$ cat config.mk
export PLATFORM = sky130hd
export DESIGN_NAME = pc_unit
export DESIGN_NICKNAME = d
export VERILOG_FILES = /design/src/rtl/pc_pkg.sv /design/src/rtl/pc_next.sv /design/src/rtl/ret_stack.sv /design/src/rtl/pc_unit.sv
export SDC_FILE = /design/constraint.sdc
export NUM_CORES = 1
export LEC_CHECK = 0
export BUFFER_PORTS_ARGS = -buffer_cell sky130_fd_sc_hd__clkbuf_2
export CAP_MARGIN = 20
export CORE_UTILIZATION = 50
export DETAILED_ROUTE_END_ITERATION = 6
export PLACE_DENSITY = 0.66
export SYNTH_ARGS = -nofsm -noshare
export SYNTH_HDL_FRONTEND = slang
export SYNTH_SLANG_ARGS = --single-unit
$ cat constraint.sdc
create_clock -name clk_i -period 4.9 [get_ports clk_i]
set_input_delay 0.245 -clock clk_i [delete_from_list [all_inputs] [get_ports clk_i]]
set_output_delay 0.245 -clock clk_i [all_outputs]
set_load 0.1 [all_outputs]
$ cat src/rtl/pc_pkg.sv
package pc_pkg;
  typedef enum logic [2:0] {
    OP_HOLD,
    OP_SEQ,
    OP_JMP,
    OP_CALL,
    OP_POP
  } pc_op_e;
endpackage

$ cat src/rtl/pc_next.sv
module pc_next
  import pc_pkg::*;
#(
  parameter int ADDR_W = 21,
  parameter int DATA_W = 8
) (
  input  pc_op_e            op_i,
  input  logic [ADDR_W-1:0] pc_i,
  input  logic [DATA_W-1:0] wreg_i,
  input  logic [ADDR_W-1:0] tgt_i,
  input  logic [ADDR_W-1:0] top_i,
  input  logic              empty_i,
  output logic [ADDR_W-1:0] seq_o,
  output logic [ADDR_W-1:0] next_o
);
  localparam logic [ADDR_W-1:0] STEP = ADDR_W'(2);
  localparam logic [ADDR_W-1:0] EVEN = ~ADDR_W'(1);

  logic [7:0]        low_sum;
  logic [ADDR_W-1:0] raw;

  assign seq_o   = pc_i + STEP;
  // offset counts bytes; carry out of the low byte is dropped
  assign low_sum = seq_o[7:0] + 8'(wreg_i);

  always_comb begin
    unique case (op_i)
      OP_SEQ:  raw = seq_o;
      OP_JMP:  raw = {pc_i[ADDR_W-1:8], low_sum};
      OP_CALL: raw = tgt_i;
      OP_POP:  raw = empty_i ? '0 : top_i;
      default: raw = pc_i;
    endcase
    next_o = raw & EVEN;
  end
endmodule

$ cat src/rtl/ret_stack.sv
module ret_stack #(
  parameter int DEPTH = 31,
  parameter int W     = 21
) (
  input  logic         clk_i,
  input  logic         rst_ni,
  input  logic         push_i,
  input  logic         pop_i,
  input  logic [W-1:0] data_i,
  output logic [W-1:0] top_o,
  output logic         empty_o,
  output logic         ovf_o,
  output logic         unf_o
);
  localparam int CW = $clog2(DEPTH + 1);
  localparam logic [CW-1:0] FULL_CNT = CW'(DEPTH);

  logic [W-1:0]  mem [DEPTH];
  logic [CW-1:0] cnt_q;
  logic          full;

  assign full    = (cnt_q == FULL_CNT);
  assign empty_o = (cnt_q == '0);
  assign top_o   = empty_o ? '0 : mem[cnt_q - CW'(1)];

  always_ff @(posedge clk_i or negedge rst_ni) begin
    if (!rst_ni) begin
      cnt_q <= '0;
      ovf_o <= 1'b0;
      unf_o <= 1'b0;
    end else if (push_i) begin
      if (full) ovf_o <= 1'b1;
      else      cnt_q <= cnt_q + CW'(1);
    end else if (pop_i) begin
      if (empty_o) unf_o <= 1'b1;
      else         cnt_q <= cnt_q - CW'(1);
    end
  end

  always_ff @(posedge clk_i) begin
    if (push_i && !full) mem[cnt_q] <= data_i;
  end

  a_r4_push_grows: assert property (@(posedge clk_i) disable iff (!rst_ni)
    push_i && !full |=> cnt_q == $past(cnt_q) + CW'(1));
  a_r7_full_push_holds: assert property (@(posedge clk_i) disable iff (!rst_ni)
    push_i && full |=> cnt_q == $past(cnt_q) && ovf_o);
  a_r7_ovf_sticky: assert property (@(posedge clk_i) disable iff (!rst_ni)
    ovf_o |=> ovf_o);
  a_r8_empty_pop_flags: assert property (@(posedge clk_i) disable iff (!rst_ni)
    pop_i && !push_i && empty_o |=> unf_o && cnt_q == '0);
  a_r8_unf_sticky: assert property (@(posedge clk_i) disable iff (!rst_ni)
    unf_o |=> unf_o);
endmodule

$ cat src/rtl/pc_unit.sv
module pc_unit
  import pc_pkg::*;
#(
  parameter int ADDR_W = 21,
  parameter int DEPTH  = 31,
  parameter int DATA_W = 8
) (
  input  logic              clk_i,
  input  logic              rst_ni,
  input  logic              adv_i,
  input  logic              add_pc_i,
  input  logic              call_i,
  input  logic [ADDR_W-1:0] call_tgt_i,
  input  logic              ret_i,
  input  logic              retlw_i,
  input  logic [DATA_W-1:0] wreg_i,
  input  logic [DATA_W-1:0] lit_i,
  output logic [ADDR_W-1:0] fetch_addr_o,
  output logic              wreg_we_o,
  output logic [DATA_W-1:0] wreg_wdata_o,
  output logic              ovf_o,
  output logic              unf_o
);
  pc_op_e            op;
  logic [ADDR_W-1:0] pc_q, pc_d, seq, top;
  logic              empty;

  // fixed priority: call > return > computed jump > step
  always_comb begin
    if (call_i)                op = OP_CALL;
    else if (ret_i || retlw_i) op = OP_POP;
    else if (add_pc_i)         op = OP_JMP;
    else if (adv_i)            op = OP_SEQ;
    else                       op = OP_HOLD;
  end

  pc_next #(.ADDR_W(ADDR_W), .DATA_W(DATA_W)) u_next (
    .op_i    (op),
    .pc_i    (pc_q),
    .wreg_i  (wreg_i),
    .tgt_i   (call_tgt_i),
    .top_i   (top),
    .empty_i (empty),
    .seq_o   (seq),
    .next_o  (pc_d)
  );

  ret_stack #(.DEPTH(DEPTH), .W(ADDR_W)) u_stack (
    .clk_i   (clk_i),
    .rst_ni  (rst_ni),
    .push_i  (op == OP_CALL),
    .pop_i   (op == OP_POP),
    .data_i  (seq),
    .top_o   (top),
    .empty_o (empty),
    .ovf_o   (ovf_o),
    .unf_o   (unf_o)
  );

  always_ff @(posedge clk_i or negedge rst_ni) begin
    if (!rst_ni) begin
      pc_q         <= '0;
      wreg_we_o    <= 1'b0;
      wreg_wdata_o <= '0;
    end else begin
      pc_q      <= pc_d;
      wreg_we_o <= (op == OP_POP) && retlw_i;
      if ((op == OP_POP) && retlw_i) wreg_wdata_o <= lit_i;
    end
  end

  assign fetch_addr_o = pc_q;

  a_r10_even_fetch: assert property (@(posedge clk_i) disable iff (!rst_ni)
    fetch_addr_o[0] == 1'b0);
  a_r2_seq_step: assert property (@(posedge clk_i) disable iff (!rst_ni)
    adv_i && !add_pc_i && !call_i && !ret_i && !retlw_i
    |=> fetch_addr_o == $past(fetch_addr_o) + ADDR_W'(2));
  a_r3_upper_kept: assert property (@(posedge clk_i) disable iff (!rst_ni)
    add_pc_i && !call_i && !ret_i && !retlw_i
    |=> fetch_addr_o[ADDR_W-1:8] == $past(fetch_addr_o[ADDR_W-1:8]));
  a_r6_literal_write: assert property (@(posedge clk_i) disable iff (!rst_ni)
    retlw_i && !call_i |=> wreg_we_o && wreg_wdata_o == $past(lit_i));
  a_r6_no_stray_write: assert property (@(posedge clk_i) disable iff (!rst_ni)
    !retlw_i |=> !wreg_we_o);
  a_r9_hold: assert property (@(posedge clk_i) disable iff (!rst_ni)
    !adv_i && !add_pc_i && !call_i && !ret_i && !retlw_i |=> $stable(fetch_addr_o));
endmodule

### Word level (Yosys, flattened, before mapping)

Memory sizes are Yosys's and may differ from the RTL's.
Cells that the tools add are included.

| operators by class | value |
|---|---|
| add/subtract/negate cells | 4 |
| multiply operators | 0 |
| divide/modulo/power cells | 0 |
| magnitude comparators | 0 |
| equality and inequality tests | 7 |
| shift operators | 0 |
| muxes and demuxes | 12 |
| bitwise operators | 2 |
| reduce and logical (&&, ||, !) cells | 12 |

Operators with widths:

| operator | number |
|---|---|
| $pmux W21 S4 | 1 |
| $add A21 B2 Y21 const B | 1 |
| $mux W21 | 1 |
| $mux W5 | 4 |
| $add A8 B8 Y8 | 1 |
| $eq A3 B2 Y1 const B | 2 |
| $mux W3 | 2 |
| $reduce_and A3 Y1 | 2 |
| $add A5 B1 Y5 const B | 1 |
| $eq A5 B5 Y1 const B | 1 |
| $logic_not A5 Y1 | 1 |
| $sub A5 B1 Y5 const B | 1 |
| $reduce_and A2 Y1 | 2 |
| $reduce_bool A4 Y1 | 1 |
| $eq A3 B1 Y1 const B | 1 |
| $eq A3 B3 Y1 const B | 1 |
| $mux W1 | 3 |
| $reduce_bool A3 Y1 | 1 |
| $logic_and A1 B1 Y1 | 2 |
| $mux W2 | 1 |
| $ne A2 B1 Y1 const B | 1 |
| $ne A2 B2 Y1 const B | 1 |
| $not A1 Y1 | 2 |
| $reduce_bool A2 Y1 | 1 |
| other kinds (2) | 2 |

| storage, ports and cells | value |
|---|---|
| bits in registers | 36 |
| latch bits | 0 |
| memory bits (writable) | 651 |
| memory bits (read-only) | 0 |
| input bits | 44 |
| output and inout port bits | 32 |
| logic and storage cells | 45 |
| memories kept | 1 |

Memory list:

| memory | depth | width | rd ports | clocked after Yosys merged registers in | write ports | line | text |
|---|---|---|---|---|---|---|---|
| u_stack.mem | 31 | 21 | 1 | 0 | 1 | ret_stack.sv:18 | `logic [W-1:0] mem [DEPTH];` |

### Logic depth before layout (Yosys ltp)

| logic depth | value |
|---|---|
| depth after elaboration | 8 |
| depth in mapped cells | 15 |
| mapped depth without buffers | 10 |

### By module

From an unflattened synthesis, not the netlist that was laid out.

| unflattened totals | value |
|---|---|
| cells, all modules | 1375 |
| area total of the unflattened synthesis | 28013.1 um^2 |

Modules (own cells, without submodules):

| module | times used | cells each | area each (um^2) | seq. area each (um^2) |
|---|---|---|---|---|
| ret_stack | 1 | 1079 | 25384.3 | 19723.9 |
| pc_next | 1 | 249 | 1701.6 | 0.0 |
| pc_unit | 1 | 47 | 927.1 | 750.7 |

### Least setup slack after synthesis

OpenSTA, ideal clock, no wires.

| path | value |
|---|---|
| kind | flip-flop to flip-flop |
| start | register pc_q[3] (netlist: fetch_addr_o[3]) |
| end | register pc_q[7] (netlist: fetch_addr_o[7]) |
| arrival time | 3759 ps |
| setup slack | 1073 ps |
| cell stages (with the launch flop) | 10 |
| clock period less this slack | 3827 ps |
| cells stage by stage | dfrtp_1 nand3_1 xnor2_1 ha_1 o21ai_0 o21bai_1 a21oi_1 xnor3_1 o22ai_1 o22a_1 |

| between the ends | value |
|---|---|
| longest elaborated chain between the ends | 3 |

Ends and longest elaborated chain:

| what | line | text |
|---|---|---|
| start, declared | pc_unit.sv:25 | `logic [ADDR_W-1:0] pc_q, pc_d, seq, top;` |
| start signal, assigned | pc_unit.sv:66 | `pc_q <= pc_d;` |
| $add A21 B2 Y21 | pc_next.sv:22 | `assign seq_o = pc_i + STEP;` |
| net seq[4] | pc_unit.sv:25 |  |
| $add A8 B8 Y8 | pc_next.sv:24 | `assign low_sum = seq_o[7:0] + 8'(wreg_i);` |
| $pmux W21 S4 | pc_next.sv:27 | `unique case (op_i)` |

The timed path passes the listed nets, and every way through them passes these cells.
A chain may end at the register's enable or synchronous reset.

### Worst setup path after layout

| path | value |
|---|---|
| start | register u_stack.cnt_q[0] |
| end | register pc_q[6] (netlist: fetch_addr_o[6]) |

| between the ends | value |
|---|---|
| longest elaborated chain between the ends | 4 |

Ends and longest elaborated chain:

| what | line | text |
|---|---|---|
| start, declared | ret_stack.sv:19 | `logic [CW-1:0] cnt_q;` |
| start signal, assigned | ret_stack.sv:33 | `else cnt_q <= cnt_q + CW'(1);` |
| start signal, assigned | ret_stack.sv:36 | `else cnt_q <= cnt_q - CW'(1);` |
| $sub A5 B1 Y5 | ret_stack.sv:24 | `assign top_o = empty_o ? '0 : mem[cnt_q - CW'(1)];` |
| $mem_v2 Z31 W21 | -- |  |
| $mux W21 (*) | pc_next.sv:31 | `OP_POP: raw = empty_i ? '0 : top_i;` |
| $pmux W21 S4 (*) | pc_next.sv:27 |  |

Every way passes the cells marked *; elsewhere a longest branch is shown, timed or not.

==> impl_metrics.csv <==
group,metric,value,unit
run_status,outcome,"complete, no violations",
synthesis,synthFlopType,"edfxtp_1",
clock_network,post-cts-setup-buffer-count,0,
pwr,power.density,701.8,nW/um2
detailed_routing,avgRoutedWirePerCell,27.78,um
critical_path,worstPathBufferInverterCount,1,
cells_and_area,drive_gt1_share,29.81,%
detailed_routing,vias_per_cell,6.075,
place,routabilityCongestion,0.9034,
pwr,ir_drop,669.4,uV
global_routing,grt_pass1_wl,90580,um
place,hpwl,37210,um
clock_network,cts_resized,0,
detailed_routing,drcViolationCount,0,
sta,whs,54.62,ps
die,num_rows,83,
critical_path,crit_required,5420,ps
place,io_buffers,72,
synthesis,synthTopCellsByArea,"edfxtp_1, mux4_2, dfrtp_1",
cells_and_area,fill_cells,3843,
die,dieWidth,231.9,um
flow_run,maxCapViolations,0,
global_routing,grt_max_degree,65,
sta,max_freq,242.0,MHz
detailed_routing,wirelength,61960,um
synthesis,synthArstFlopShare,5.488,%
pwr,p_leak,10.01,nW
sta,period_minus_slack,4132,ps
global_routing,overflow,0,
hold_path,worstHoldPathType,"input port to register",
synthesis,syn-num-nets,1401,
sta,tightestPinTransition,1156,ps
sta,finalCritPeriodShare,84.32,%
critical_path,cp_top_family,"XOR/XNOR gates",
place,dp_slack,692.8,ps
critical_path,arrival,4650,ps
clock_network,clkSlewWorstSetupHoldPaths,60,ps
synthesis,synth_edf_count,620,
hold_path,hold-path-cell-count,3,
sta,hold_violations,0,
global_routing,grt_pass1_vias,13650,
critical_path,crit_chain,"clkinv_1, ha_1, nor3b_1, xor2_2, nand2_1, a211oi_1, a2bb2oi_1",
detailed_routing,detail-route-antenna-nets,0,
synthesis,synth_area,26430,um2
sta,slew_headroom,22.88,%
cells_and_area,most-common-layout-cells,"edfxtp_1, mux4_2, nand2_1",
clock_network,cts_max_path_buffers,3,
global_routing,track_usage,23.72,%
detailed_routing,num_vias,13550,
cells_and_area,syn_to_final_growth,14.61,%
sta,setup_violations,0,
critical_path,critPathSlowestCell,"xor2_2",
pwr,power,0.02126,W
synthesis,ys_seq_area_share,73.86,%
clock_network,hold_buffers,18,
clock_network,clock_latency,600,ps
critical_path,crit_type,"register to register",
sta,fin_skew,26.79,ps
cells_and_area,fin_area,30290,um2
die,die-area,53770,um2
critical_path,worst_r2r_path_depth,7,
clock_network,clock-sinks,656,
sta,timing.final.ws_setup,768.2,ps
synthesis,ys_seq_elements,656,
synthesis,yosysWarningCount,0,
clock_network,root_buffer,"clkbuf_16",
detailed_routing,drt_iter0_markers,1759,
critical_path,cp.depth,7,
cells_and_area,layout_commonest_cell,"edfxtp_1",
cells_and_area,final_nets,1557,
clock_network,htree_levels,3,
global_routing,antenna_found_initial,1,
detailed_routing,drtPass1Iterations,7,
critical_path,cpPeakStageDelay,940,ps
synthesis,syn_avg_cell_area,19.68,um2
sta,drv_slew,0,
synthesis,syn_inst,1343,
sta,totalNegativeSetupSlack,0,ps
synthesis,synth_top_area_share,70.45,%
critical_path,crit_fanout,26,
place,place_area,28010,um2
sta,rsz0062_at_grt,"no",
synthesis,synth_cell_types,69,
critical_path,startpoint_type,"register",
die,io-pin-count,76,
die,die_h,231.9,um
synthesis,yosys.area.top_type,"edfxtp_1",
clock_network,cts_tree,"done",
die,initial_core_util,51.10,%
cells_and_area,diodes,0,
clock_network,cts_buffers,68,
die,core,51720,um2
critical_path,worstSetupEndpointType,"register",
-- worst min-delay path: cells and delay by family --
kind,cells,cell delay (ps)
and+or+nand+nor,1,160
AOI/OAI and AO/OA,1,130
buffers and inverters,1,80
-- worst paths after layout --
check                                                to                         start  slack [ps]
min in group asynchronous   fetch_addr_o[2]$_DFFE_PN0P_                        rst_ni         250
setup / recovery            fetch_addr_o[6]$_DFFE_PN0P_  u_stack.cnt_q[0]$_DFFE_PN0P_         770
max in group asynchronous  u_stack.cnt_q[0]$_DFFE_PN0P_                        rst_ni        4220
hold reg to reg             wreg_wdata_o[0]$_DFFE_PN0P_   wreg_wdata_o[0]$_DFFE_PN0P_         510
setup reg to reg            fetch_addr_o[6]$_DFFE_PN0P_  u_stack.cnt_q[0]$_DFFE_PN0P_         770
hold / removal             fetch_addr_o[16]$_DFFE_PN0P_                call_tgt_i[16]          50
-- synthesized netlist by cell type (3+ instances only) --
library cell and instances:
edfxtp_1 620, mux4_2 152, nand2_1 90, nor2_1 69
dfrtp_1 36, buf_2 26, mux2i_1 22, nand3_1 22
clkbuf_1 21, xnor2_1 21, a21oi_1 19, mux2_2 16
a211oi_1 15, a31oi_1 15, o21ai_0 14, xor2_1 14
ha_1 13, o211ai_1 13, buf_6 12, o21ai_1 12
a221o_1 8, a221oi_1 8, a22oi_1 7, buf_4 7
nor3_1 7, and3_1 6, nand4_1 6, inv_1 5
nor2b_1 5, a21o_1 3, a2bb2oi_1 3, buf_12 3
nand3b_1 3, or3_1 3
-- power by group --
part,total (W),internal (W),switching (W)
registers,0.00797,0.00751,0.000458
clock network,0.00489,0.00283,0.00206
logic,0.00840,0.00310,0.00529
total,0.0213,0.0134,0.00781
-- cell families after synthesis --
group | Yosys count | share of synthesized area, %
buf+inv | 78 | 1.856
simple gates | 226 | 3.821
flops | 656 | 73.86
xor+xnor | 36 | 1.245
fa+ha+maj | 14 | 0.6913
other cells | 1 | 0.01419
mux | 192 | 14.67
compound gates | 140 | 3.840
-- metal layers --
metal / global-route usage, % / part of all wire, %
met5: 0 / 0.021
met4: 8.840 / 2.8
met3: 5.034 / 8.4
met2: 35.51 / 46
met1: 34.48 / 43
-- final cells by class --
class	instances	area [um2]	area share (%)
Multi-Input combinational cell	609	6678	22.05
Clock inverter	30	210.2	0.6941
Clock buffer	91	1872	6.181
Tap cell	680	850.8	2.809
Timing Repair Buffer	157	1126	3.718
Inverter	7	26.28	0.08676
Sequential cell	656	19520	64.46
-- per-stage QoR --
stage | util (%) | std cells
2_1_floorplan | - | 1343
3_3_place_gp | 54.14 | 2089
3_5_place_dp | 54.16 | 2090
4_1_cts | 58.54 | 2229
5_1_grt | 58.56 | 2230
6_report | 58.56 | 2230
-- sequential cells by signal, summed over array words and instances, names as in the netlist --
signal,cells
fetch_addr_o,20
u_stack.cnt_q,5
u_stack.mem,620
u_stack.ovf_o,1
u_stack.unf_o,1
wreg_wdata_o,8
wreg_we_o,1
(Power assumes the default switching activity.)
